`config.mk`:
```
export PLATFORM = sky130hd
export DESIGN_NAME = lampfb_monitor
export DESIGN_NICKNAME = d
export VERILOG_FILES = /design/src/rtl/lampfb_pkg.sv /design/src/rtl/lampfb_sync.sv /design/src/rtl/lampfb_timer.sv /design/src/rtl/lampfb_eval.sv /design/src/rtl/lampfb_monitor.sv
export SDC_FILE = /design/constraint.sdc
export NUM_CORES = 1
export LEC_CHECK = 0
export ABC_AREA = 0
export CORE_MARGIN = 3
export CORE_UTILIZATION = 40
export DETAILED_ROUTE_END_ITERATION = 8
export PLACE_DENSITY_LB_ADDON = 0.3
export SLEW_MARGIN = 20
export SYNTH_ARGS = -nofsm -noshare
export SYNTH_HDL_FRONTEND = slang
export SYNTH_SLANG_ARGS = --single-unit
```
`constraint.sdc`:
```
create_clock -name clk -period 5 [get_ports clk]
set_input_delay 0.75 -clock clk [delete_from_list [all_inputs] [get_ports clk]]
set_output_delay 0.75 -clock clk [all_outputs]
set_load 0.02 [all_outputs]
```
`src/rtl/lampfb_pkg.sv`:
```
package lampfb_pkg;

    typedef enum logic [0:0] {
        ST_SETTLE = 1'b0,
        ST_TRACK  = 1'b1
    } fb_state_e;

    typedef struct packed {
        logic cmd;
        logic v_hi;
        logic i_hi;
    } lamp_sense_t;

    localparam int SENSE_W = $bits(lamp_sense_t);

    // Healthy off lamp: voltage high. Healthy on lamp: voltage low, current high.
    function automatic logic fb_truth(input logic cmd, input logic v_hi, input logic i_hi);
        logic res;
        if (cmd) res = v_hi | ~i_hi;
        else     res = v_hi;
        return res;
    endfunction

endpackage

```
`src/rtl/lampfb_sync.sv`:
```
module lampfb_sync #(
    parameter int STAGES = 2,
    parameter int WIDTH  = 3
) (
    input  logic             clk,
    input  logic             rst_n,
    input  logic [WIDTH-1:0] d_in,
    output logic [WIDTH-1:0] d_out
);

    logic [WIDTH-1:0] chain_q [STAGES];

    generate
        for (genvar s = 0; s < STAGES; s++) begin : g_stage
            if (s == 0) begin : g_first
                always_ff @(posedge clk or negedge rst_n) begin
                    if (!rst_n) chain_q[0] <= '0;
                    else        chain_q[0] <= d_in;
                end
            end else begin : g_next
                always_ff @(posedge clk or negedge rst_n) begin
                    if (!rst_n) chain_q[s] <= '0;
                    else        chain_q[s] <= chain_q[s-1];
                end
            end
        end
    endgenerate

    assign d_out = chain_q[STAGES-1];

endmodule

```
`src/rtl/lampfb_timer.sv`:
```
module lampfb_timer #(
    parameter int TICK_DIV     = 500,
    parameter int SETTLE_TICKS = 256
) (
    input  logic clk,
    input  logic rst_n,
    input  logic restart,
    output logic done
);

    localparam int DIV_W  = (TICK_DIV > 1) ? $clog2(TICK_DIV) : 1;
    localparam int TICK_W = $clog2(SETTLE_TICKS + 1);
    localparam logic [DIV_W-1:0]  DIV_LAST  = DIV_W'(TICK_DIV - 1);
    localparam logic [TICK_W-1:0] TICK_GOAL = TICK_W'(SETTLE_TICKS);

    logic [DIV_W-1:0]  div_q;
    logic [TICK_W-1:0] tick_q;
    logic              tick_pulse;

    assign tick_pulse = (div_q == DIV_LAST);
    assign done       = (tick_q == TICK_GOAL);

    always_ff @(posedge clk or negedge rst_n) begin
        if (!rst_n) begin
            div_q  <= '0;
            tick_q <= '0;
        end else if (restart) begin
            div_q  <= '0;
            tick_q <= '0;
        end else if (!done) begin
            if (tick_pulse) begin
                div_q  <= '0;
                tick_q <= tick_q + 1'b1;
            end else begin
                div_q <= div_q + 1'b1;
            end
        end
    end

endmodule

```
`src/rtl/lampfb_eval.sv`:
```
module lampfb_eval
    import lampfb_pkg::*;
(
    input  lamp_sense_t sense,
    output logic        fb
);

    assign fb = fb_truth(sense.cmd, sense.v_hi, sense.i_hi);

endmodule

```
`src/rtl/lampfb_monitor.sv`:
```
module lampfb_monitor
    import lampfb_pkg::*;
#(
    parameter int SYNC_STAGES  = 2,
    parameter int TICK_DIV     = 500,
    parameter int SETTLE_TICKS = 256
) (
    input  logic clk,
    input  logic rst_n,
    input  logic lamp_cmd,
    input  logic sense_v_hi,
    input  logic sense_i_hi,
    output logic fb_level,
    output logic fb_ready
);

    lamp_sense_t        raw_in;
    lamp_sense_t        synced;
    logic [SENSE_W-1:0] synced_bits;
    logic               cmd_s;
    logic               v_s;
    logic               i_s;
    logic               cmd_ref_q;
    logic               cmd_chg;
    logic               settle_done;
    logic               eval_fb;
    logic               fb_q;
    fb_state_e          state_q;
    fb_state_e          state_d;

    assign raw_in.cmd  = lamp_cmd;
    assign raw_in.v_hi = sense_v_hi;
    assign raw_in.i_hi = sense_i_hi;

    lampfb_sync #(
        .STAGES (SYNC_STAGES),
        .WIDTH  (SENSE_W)
    ) sync_i (
        .clk   (clk),
        .rst_n (rst_n),
        .d_in  (raw_in),
        .d_out (synced_bits)
    );

    assign synced = lamp_sense_t'(synced_bits);
    assign cmd_s  = synced.cmd;
    assign v_s    = synced.v_hi;
    assign i_s    = synced.i_hi;

    assign cmd_chg = cmd_s ^ cmd_ref_q;

    lampfb_timer #(
        .TICK_DIV     (TICK_DIV),
        .SETTLE_TICKS (SETTLE_TICKS)
    ) timer_i (
        .clk     (clk),
        .rst_n   (rst_n),
        .restart (cmd_chg),
        .done    (settle_done)
    );

    lampfb_eval eval_i (
        .sense (synced),
        .fb    (eval_fb)
    );

    // Next-state: T_EXPIRE, T_CMD_EDGE, T_RESTART, T_HOLD
    always_comb begin
        state_d = state_q;
        unique case (state_q)
            ST_SETTLE: if (!cmd_chg && settle_done) state_d = ST_TRACK;
            ST_TRACK:  if (cmd_chg)                 state_d = ST_SETTLE;
        endcase
    end

    // State register
    always_ff @(posedge clk or negedge rst_n) begin
        if (!rst_n) begin
            state_q   <= ST_SETTLE;
            cmd_ref_q <= 1'b0;
        end else begin
            state_q   <= state_d;
            cmd_ref_q <= cmd_s;
        end
    end

    // Output register: refresh only when heading into or staying in tracking
    always_ff @(posedge clk or negedge rst_n) begin
        if (!rst_n)                  fb_q <= 1'b1;
        else if (state_d == ST_TRACK) fb_q <= eval_fb;
    end

    assign fb_level = fb_q;
    assign fb_ready = (state_q == ST_TRACK);

endmodule

```
==> run summary, run 1 <==
Status: completed
GRT Util Overall: 0.130
TritonCTS clock tree: yes
H-Tree Depth: 1
#FFs+latches synth: 27
CP endpoint kind: output pin
Core Box Area: 0.00310 sq mm
Worst Hold Class: reg -> reg
Post-route ant nets: 0
CP Cell Sequence: clkdlybuf4s50_1
Startpoint types: flip-flop
CTS Buffer Depth: 2
Count of final max-slew check failures: 0
Syn Nets: 129
Clk_skew: 0.00936 ns
Num rows: 20
Fill cell total of the finished layout: 303
Die H: 63.4 microns
Hold-fix buffers, CTS: 0
Drt pass-1 iters: 4
RSZ-0062 raised after global routing: no
Placed instance count: 171
Total Neg Setup Slack: 0 ns
Slew margin rel.: 0.609
Post-CTS Setup Bufs: 0
Yosys Warn Count: 0
Critical Path AT: 1.49 ns
Final HPWL DP: 1.65 mm
Post-synthesis sequential area ratio: 0.513
Pin count of the biggest net entering global routing: 28
Most common cell after layout, fill and taps aside: dfrtp_1
Finished Layout Cells: 175
GRT Max-Usage Layer: met2
Critical Path Fanout Max: 2
Antenna diodes: 0
Gp weighted congestion: 0.845
VDD IR max: 0.153 mV
Antenna violations before repair: 0
Global Route met3 Usage: 0.0232
Cell area power density: 246 mW/mm^2
Drt via density: 5.38
Die width: 63.4 microns
Setup ws final: 2.76 ns
LEAKAGE: 0.599 nW
# port buffers: 6
Crit path buf inv count: 1
CTS buffer count: 3
Global-route wire length before repair: 4.13 mm
Clk Latency, worst-skew pair: 0.33 ns
# clock sinks: 27
Gr ovfl total: 0
Fin. Hold Viols: 0
Root buf cell: clkbuf_4
Layout cells sized above 1: 0.137
Grt met2 use: 0.216
M1 GR Usage: 0.167
Clock transition at the registers of the reported paths: 0.14 ns
Largest area contributor in the netlist: dfrtp_1
Number of global-route vias before repair: 917
Endpoints failing setup: 0
Fin crit share: 0.449
CP top delay family: buffers and inverters
Commonest cells after routing, fill and taps aside: dfrtp_1 (26), nand2_1 (12), o21ai_0 (9)
Storage cell area: 677 sq um
Worst path max stage delay: 0.60 ns
Multi-input logic area: 608 sq um
IO Pins: 7
Critical path type: reg -> out
WL final: 2.32 mm
Final #Nets: 140
Mapped cell area: 0.00132 sq mm
Initial Util: 0.425
Slowest CP cell: clkdlybuf4s50_1
Die ar.: 0.00402 sq mm
DRC viols: 0
Cell variety after synth: 38
# Max-Cap Violations: 0
DRT iter0 DRCs: 24
Post-CTS resize count: 0
Fin util: 0.469
DR vias: 941
Minimum clock period: 2.24 ns
Synth top area cells: dfrtp_1 (49%), o21ai_0 (3.4%), nand2_1 (3.4%), a22o_1 (3.3%), ha_1 (2.8%)
Max Fclk: 0.446 GHz
CP required: 4.25 ns
Slew at the pin closest to its max-slew limit: 0.585 ns
Mapped Avg Cell Area: 10.9 sq um
Layout area overhead: 10.4%
Post-Syn Instances: 121
WL/cell: 13.3 microns
Top cell type's share of synthesized area: 0.493
Placement Setup Slack: 3.14 ns
[registers in the layout, summed over array words and instances (netlist names)]
| name | cells |
|---|---|
| fb_ready | 1 |
| cmd_ref_q | 1 |
| timer_i.div_q | 9 |
| sync_i.d_out | 3 |
| fb_level | 1 |
| timer_i.tick_q | 9 |
| sync_i.chain_q | 3 |
[kinds of logic (layout without fill, tap and decap cells)]
logic type | count (synthesis) | count (layout) | share of synthesized area
simple gates | 50 | 50 | 0.230
flops | 27 | 27 | 0.513
compound gates | 26 | 26 | 0.133
buf+inv | 7 | 17 | 0.0256
xor+xnor | 5 | 5 | 0.0474
fa+ha+maj | 3 | 3 | 0.0285
mux | 3 | 3 | 0.0228
[final cells by class]
cell class,count,area share
clock buffers,4,0.0180
inverters,6,0.0155
repair buffers,7,0.0464
flip-flops and latches,27,0.465
multi-input cells,87,0.418
well taps,44,0.0378
[worst paths after layout]
path | from | to | slack, ns | cells past startpoint
setup reg to reg | timer_i.tick_q[1] | timer_i.div_q[2] | 3.26 | 6
hold / removal | sync_i.chain_q[3] | sync_i.d_out[0] | 0.37 | 0
min in group asynchronous | rst_n | timer_i.div_q[2] | 0.78 | 2
setup / recovery | fb_level | fb_level | 2.76 | 1
hold reg to reg | sync_i.chain_q[3] | sync_i.d_out[0] | 0.37 | 0
max in group asynchronous | rst_n | fb_level | 3.93 | 2
[where the power goes]
part | switching (mW) | total [mW] | internal [mW]
Sequential | 0.00645 | 0.232 | 0.225
Combinational | 0.0187 | 0.0324 | 0.0137
Clock | 0.0627 | 0.0940 | 0.0313
Total | 0.0879 | 0.358 | 0.270
[synth_stat cells]
| master | instances |
|---|---|
| and4bb_2 | 1 |
| o21a_1 | 1 |
| a22o_2 | 1 |
| nand3_1 | 6 |
| nor2b_1 | 1 |
| nand2_1 | 12 |
| o31ai_1 | 1 |
| o21ai_2 | 1 |
| and4_2 | 1 |
| nor4bb_2 | 1 |
| xnor2_4 | 1 |
| inv_1 | 6 |
| a21oi_1 | 4 |
| nor2_1 | 6 |
| xnor2_1 | 2 |
| and2b_2 | 1 |
| nand3_2 | 2 |
| nor3_1 | 3 |
| or4_1 | 1 |
| or3_1 | 3 |
| buf_6 | 1 |
| nor4_1 | 5 |
| o31a_1 | 1 |
| dfstp_2 | 1 |
| o211ai_1 | 2 |
| ha_1 | 3 |
| mux2i_1 | 3 |
| dfrtp_1 | 26 |
| o21ai_0 | 9 |
| and4_1 | 1 |
| xor2_1 | 2 |
| and3_1 | 1 |
| nand4bb_2 | 1 |
| a21oi_2 | 1 |
| a22o_1 | 5 |
| nand4_1 | 2 |
| and2_2 | 1 |
| and3_2 | 1 |
[metal layers]
metal | up-vias | part of all wire
li1 | 461 | -
met1 | 464 | 0.47
met2 | 10 | 0.48
met3 | 6 | 0.028
met4 | 0 | 0.017
met5 | - | 0
[through the flow]
step	instance area (sq um)	hold WS [ns]	total power, mW
after global placement	1430	0.338	0.268
final	1460	0.370	0.358
after global routing	1460	0.381	0.378
after floorplan	1320	0.331	0.254
after detailed placement	1430	0.338	0.269
after CTS	1460	0.374	0.363
Power figures use the tool's default switching activity.
==> run 2: changes to the inputs <==
==> constraint.sdc (replaced) <==
create_clock -name clk -period 2.1 [get_ports clk]
set_input_delay 0.315 -clock clk [delete_from_list [all_inputs] [get_ports clk]]
set_output_delay 0.315 -clock clk [all_outputs]
set_load 0.02 [all_outputs]
==> run 2 against run 1 <==
Net effect:
- clock power is 130% higher
- wire length is 2.5% higher
- hold slack worse by 0.018 ns
- critical endpoint is now timer_i.div_q[2]
==> run summary, run 2 (same netlist as run 1, synthesis figures left out) <==
Number of global-route vias before repair: 943 (+2.8%)
DRC viols: 0 (unchanged)
Combinational power share: 0.091 (about the same)
Largest regs: timer_i.div_q (9), timer_i.tick_q (9)
Setup ws final: 0.316 ns (-2.44 ns)
Clk_skew: 0.00258 ns (-0.00678 ns)
Num rows: 20 (unchanged)
Hold-fix buffers, CTS: 0 (unchanged)
Final #Nets: 140 (unchanged)
Cell area power density: 582 mW/mm^2 (+140%)
Reg-to-reg endpoint: timer_i.div_q[2]
Global-route wire length before repair: 4.23 mm (+2.5%)
Worst Hold Class: in -> async
Commonest cells after routing, fill and taps aside: dfrtp_1 (26), nand2_1 (12), o21ai_0 (9)
Endpoints failing setup: 0 (unchanged)
Post-route ant nets: 0 (unchanged)
Final HPWL DP: 1.69 mm (+2.7%)
# Max-Cap Violations: 0 (unchanged)
Multi-input logic area: 608 sq um (unchanged)
Post-CTS Setup Bufs: 0 (unchanged)
Internal cell power: 0.643 mW (+140%)
Worst reg2reg startpoint: timer_i.tick_q[0]
Status: completed
Critical path type: reg -> reg
Initial Util: 0.425 (unchanged)
VDD IR max: 0.422 mV (+180%)
Reg2Reg Depth: 6 (unchanged)
Drt pass-1 iters: 4 (unchanged)
Fill cell total of the finished layout: 299 (-1.3%)
CP required: 2.32 ns (-1.93 ns)
Fin crit share: 0.850
Post-CTS resize count: 0 (unchanged)
WL final: 2.38 mm (+2.5%)
CP endpoint kind: flip-flop
Gr ovfl total: 0 (unchanged)
H-Tree Depth: 1 (unchanged)
IO Pins: 7 (unchanged)
DR vias: 954 (+1.4%)
Minimum clock period: 1.78 ns
Switching Power: 0.206 mW (+130%)
Clock transition at the registers of the reported paths: 0.14 ns (about the same)
Slew at the pin closest to its max-slew limit: 0.610 ns (+0.0252 ns)
Layout cells sized above 1: 0.137 (unchanged)
Die ar.: 0.00402 sq mm (unchanged)
RSZ-0062 raised after global routing: no
Fin. Hold Viols: 0 (unchanged)
Power share of the clock group: 0.260 (-0.003)
Layout area overhead: 10.4% (unchanged)
# clock sinks: 27 (unchanged)
Cell area after layout: 0.00146 sq mm (unchanged)
Root buf cell: clkbuf_4
Reg power frac: 0.649 (+0.002)
LEAKAGE: 0.599 nW (unchanged)
Core Box Area: 0.00310 sq mm (unchanged)
WL/cell: 13.6 microns (+2.5%)
Most common cell after layout, fill and taps aside: dfrtp_1
FF-to-FF setup slack: 0.32 ns (-2.94 ns)
Count of final max-slew check failures: 0 (unchanged)
Antenna diodes: 0 (unchanged)
CTS buffer count: 3 (unchanged)
CTS Buffer Depth: 2 (unchanged)
Drt via density: 5.45 (+1.4%)
DP Area: 0.00143 sq mm (unchanged)
Max Fclk: 0.560 GHz
Die width: 63.4 microns (unchanged)
# port buffers: 6 (unchanged)
Net Sw Frac: 0.242 (-0.00303)
Pin count of the biggest net entering global routing: 28 (unchanged)
Placement Setup Slack: 0.342 ns (-2.80 ns)
DRT iter0 DRCs: 47 (+96%)
Gp weighted congestion: 0.849 (+0.54%)
Die H: 63.4 microns (unchanged)
Critical Path AT: 2.01 ns (+0.52 ns)
TritonCTS clock tree: yes
Clk Latency, worst-skew pair: 0.32 ns (about the same)
Hold Worst Slack: 0.351 ns (-0.0183 ns)
Total Neg Setup Slack: 0 ns (unchanged)
GRT Util Overall: 0.132 (+0.00264)
Critical Path Fanout Max: 6 (+4)
Storage cell area: 677 sq um (unchanged)
Antenna violations before repair: 0 (unchanged)
Startpoint types: flip-flop
Slew margin rel.: 0.592 (-0.0168)
## run 2: cell counts in the layout (fill, tap and decap cells not counted)
Identical to the previous run, type by type.
## run 2: power by group through the flow
stage | sequential (mW) | clock [mW] | combinational (mW)
global placement | 0.560 | 0 | 0.0772
global route | 0.553 | 0.249 | 0.0891
detailed placement | 0.561 | 0 | 0.0779
floorplan | 0.558 | 0 | 0.0481
finish | 0.551 | 0.220 | 0.0774
CTS | 0.551 | 0.232 | 0.0784
## run 2: layer usage
layer	up-vias	track usage	part of all wire
met4	0	0.0566	0.012
met2	18	0.223	0.48
li1	465	-	-
met3	4	0.0178	0.043
met5	-	0	0
met1	467	0.169	0.46
## run 2: layout make-up
class	instances	area share
Clock buffer	4	0.0180
Inverter	6	0.0155
Multi-Input combinational cell	87	0.418
Sequential cell	27	0.465
Tap cell	44	0.0378
Timing Repair Buffer	7	0.0464
## run 2: how the worst max path moves through the flow
stage,slack (ns),from,depth (start not counted),endpoint
detailed placement,0.34,timer_i.tick_q[0],6,timer_i.div_q[2]
finish,0.32,timer_i.tick_q[0],6,timer_i.div_q[2]
floorplan,0.52,timer_i.tick_q[0],6,timer_i.div_q[2]
global route,0.22,timer_i.tick_q[1],6,fb_level
global placement,0.37,timer_i.tick_q[0],6,timer_i.div_q[2]
CTS,0.31,fb_level,1,fb_level
## run 2: metrics by stage
stage / power [mW] / std cells / utilization
final: 0.848 / 175 / 0.469
after global routing: 0.891 / 175 / 0.469
after CTS: 0.861 / 175 / 0.469
after detailed placement: 0.639 / 171 / 0.461
after global placement: 0.637 / 171 / 0.461
after floorplan: 0.606 / 121 / -
## run 2: worst max-delay path, stage by stage, from the launching register on
cell and delay (ns):
dfrtp_1 0.44, inv_1 0.07, ha_1 0.15, nor4bb_2 0.35, and2_2 0.27, a21oi_2 0.12
a22o_2 0.29
==> run 3: changes to the inputs <==
==> constraint.sdc (replaced) <==
create_clock -name clk -period 1.65 [get_ports clk]
set_input_delay 0.2475 -clock clk [delete_from_list [all_inputs] [get_ports clk]]
set_output_delay 0.2475 -clock clk [all_outputs]
set_load 0.02 [all_outputs]
==> run 3 against run 2 <==
Net effect:
- via count is 8.9% higher
- die area stayed put
- wire length is 19% higher
- sequential cell count stayed put
- register-to-register slack worse by 0.27 ns
- combinational power is 87% higher
- cell area is 15% higher
- first-iteration DRC count is 34% lower
- sequential power is 28% higher
- sequential share of layout area is 5.8 points lower
- fmax is 11% higher
- highest routed layer unchanged
==> run summary, run 3 (same netlist as run 1, synthesis figures left out) <==
Layout cells sized above 1: 0.302 (+0.165)
Count of final max-slew check failures: 0 (unchanged)
Core Box Area: 0.00310 sq mm (unchanged)
Pin count of the biggest net entering global routing: 28 (unchanged)
Root buf cell: clkbuf_4
IO Pins: 7 (unchanged)
Most common cell after layout, fill and taps aside: dfrtp_1
Initial Util: 0.425 (unchanged)
DRT iter0 DRCs: 31 (-34%)
Clock transition at the registers of the reported paths: 0.14 ns (about the same)
Final #Nets: 158 (+13%)
Endpoints failing setup: 0 (unchanged)
Die ar.: 0.00402 sq mm (unchanged)
VDD IR max: 0.404 mV (-4.3%)
DR vias: 1039 (+8.9%)
RSZ-0062 raised after global routing: yes
Critical Path AT: 1.89 ns (-0.12 ns)
Fill cell total of the finished layout: 287 (-4.0%)
TritonCTS clock tree: yes
# port buffers: 6 (unchanged)
Critical Path Fanout Max: 5 (-1)
Max Fclk: 0.623 GHz (+11%)
Fin util: 0.538 (+0.0685)
Hold Worst Slack: 0.268 ns (-0.0834 ns)
Worst Hold Class: in -> async
Crit path buf inv count: 0 (-1)
Slew at the pin closest to its max-slew limit: 0.511 ns (-0.0987 ns)
CP endpoint kind: flip-flop
Hold-fix buffers, CTS: 0 (unchanged)
Startpoint types: flip-flop
Drt pass-1 iters: 4 (unchanged)
Fin crit share: 0.972 (+0.123)
Die width: 63.4 microns (unchanged)
Worst path max stage delay: 0.49 ns (+0.05 ns)
Slowest CP cell: or4_4
Storage cell area: 678 sq um (+0.18%)
H-Tree Depth: 1 (unchanged)
CP required: 1.93 ns (-0.39 ns)
Commonest cells after routing, fill and taps aside: dfrtp_1 (25), buf_4 (19), nand2_1 (10)
Largest regs: timer_i.div_q (9), timer_i.tick_q (9)
CP top delay family: simple AND/OR/NAND/NOR gates
WL final: 2.82 mm (+19%)
Combinational power share: 0.128 (+0.037)
Number of global-route vias before repair: 1037 (+10%)
Gp weighted congestion: 0.802 (-5.5%)
Die H: 63.4 microns (unchanged)
Antenna violations before repair: 0 (unchanged)
Gr ovfl total: 0 (unchanged)
Clk Latency, worst-skew pair: 0.33 ns (about the same)
Net Sw Frac: 0.249 (+0.00615)
Antenna diodes: 0 (unchanged)
# clock sinks: 27 (unchanged)
Critical path type: reg -> reg
WL/cell: 14.6 microns (+7.6%)
Slew margin rel.: 0.658 (+0.0660)
Layout area overhead: 26.6%
Clk_skew: 0.00618 ns (+0.00360 ns)
DRC viols: 0 (unchanged)
GRT Util Overall: 0.145 (+0.0127)
CP Cell Sequence: ha_4, and4bb_2, nand3_4, or4_4, nand2_2
Multi-input logic area: 686 sq um (+13%)
CTS buffer count: 3 (unchanged)
Num rows: 20 (unchanged)
# Max-Cap Violations: 0 (unchanged)
Post-route ant nets: 0 (unchanged)
Minimum clock period: 1.60 ns (-0.180 ns)
Cell area power density: 678 mW/mm^2 (+16%)
Power share of the clock group: 0.250 (-0.010)
Switching Power: 0.281 mW (+37%)
LEAKAGE: 0.700 nW (+17%)
Status: completed
Fin. Hold Viols: 0 (unchanged)
Internal cell power: 0.850 mW (+32%)
Reg power frac: 0.622 (-0.027)
Final HPWL DP: 1.88 mm (+11%)
CTS Buffer Depth: 2 (unchanged)
Drt via density: 5.38 (-1.2%)
Global-route wire length before repair: 4.50 mm (+6.4%)
## run 3: area by class of cell
class | count | area share
multi-input cells | 87 | 0.411
repair buffers | 25 | 0.121
well taps | 44 | 0.0330
clock buffers | 4 | 0.0157
inverters | 6 | 0.0135
flip-flops and latches | 27 | 0.406
## run 3: final timing paths
| path | to | slack [ns] | cells after the start | from |
|---|---|---|---|---|
| max in group asynchronous | fb_level | 1.07 | 2 | rst_n |
| worst max-delay path | timer_i.tick_q[4] | 0.05 | 5 | timer_i.div_q[1] |
| worst min-delay path | timer_i.tick_q[3] | 0.27 | 2 | rst_n |
| worst min register to register | sync_i.d_out[2] | 0.37 | 0 | sync_i.chain_q[5] |
| worst max register to register | timer_i.tick_q[4] | 0.05 | 5 | timer_i.div_q[1] |
| min in group clk | sync_i.chain_q[5] | 0.34 | 1 | lamp_cmd |
## run 3: timing repair
action                     in CTS  in global routing
gates resized for setup         3                 16
setup endpoints to repair      10                 15
setup buffers                   0                  7
cloned                          0                  0
pin swaps                       2                  7
## run 3: power by group through the flow
stage / combinational, mW / clock, mW / sequential (mW)
3_5_place_dp: 0.126 / 0 / 0.711
6_report: 0.145 / 0.283 / 0.704
2_1_floorplan: 0.0612 / 0 / 0.710
5_1_grt: 0.159 / 0.328 / 0.706
3_3_place_gp: 0.122 / 0 / 0.710
4_1_cts: 0.127 / 0.302 / 0.699
## run 3: per-layer routing
metal / track usage / vias to the layer above / routed length, microns
met2: 0.258 / 18 / 1470
met4: 0.0755 / 0 / 59
met3: 0.0160 / 5 / 65
met1: 0.170 / 515 / 1230
met5: 0 / - / 0
li1: - / 501 / -
## run 3: metrics by stage
step	instances	area, sq um	power (mW)	TNS [ns]	setup slack, ns
floorplan	121	1320	0.771	0	0.0723
global placement	182	1510	0.832	-0.0225	-0.0225
detailed placement	182	1510	0.837	-0.0665	-0.0578
CTS	186	1550	1.13	0	0.00164
global route	193	1670	1.19	-0.0299	-0.0203
finish	193	1670	1.13	0	0.0455
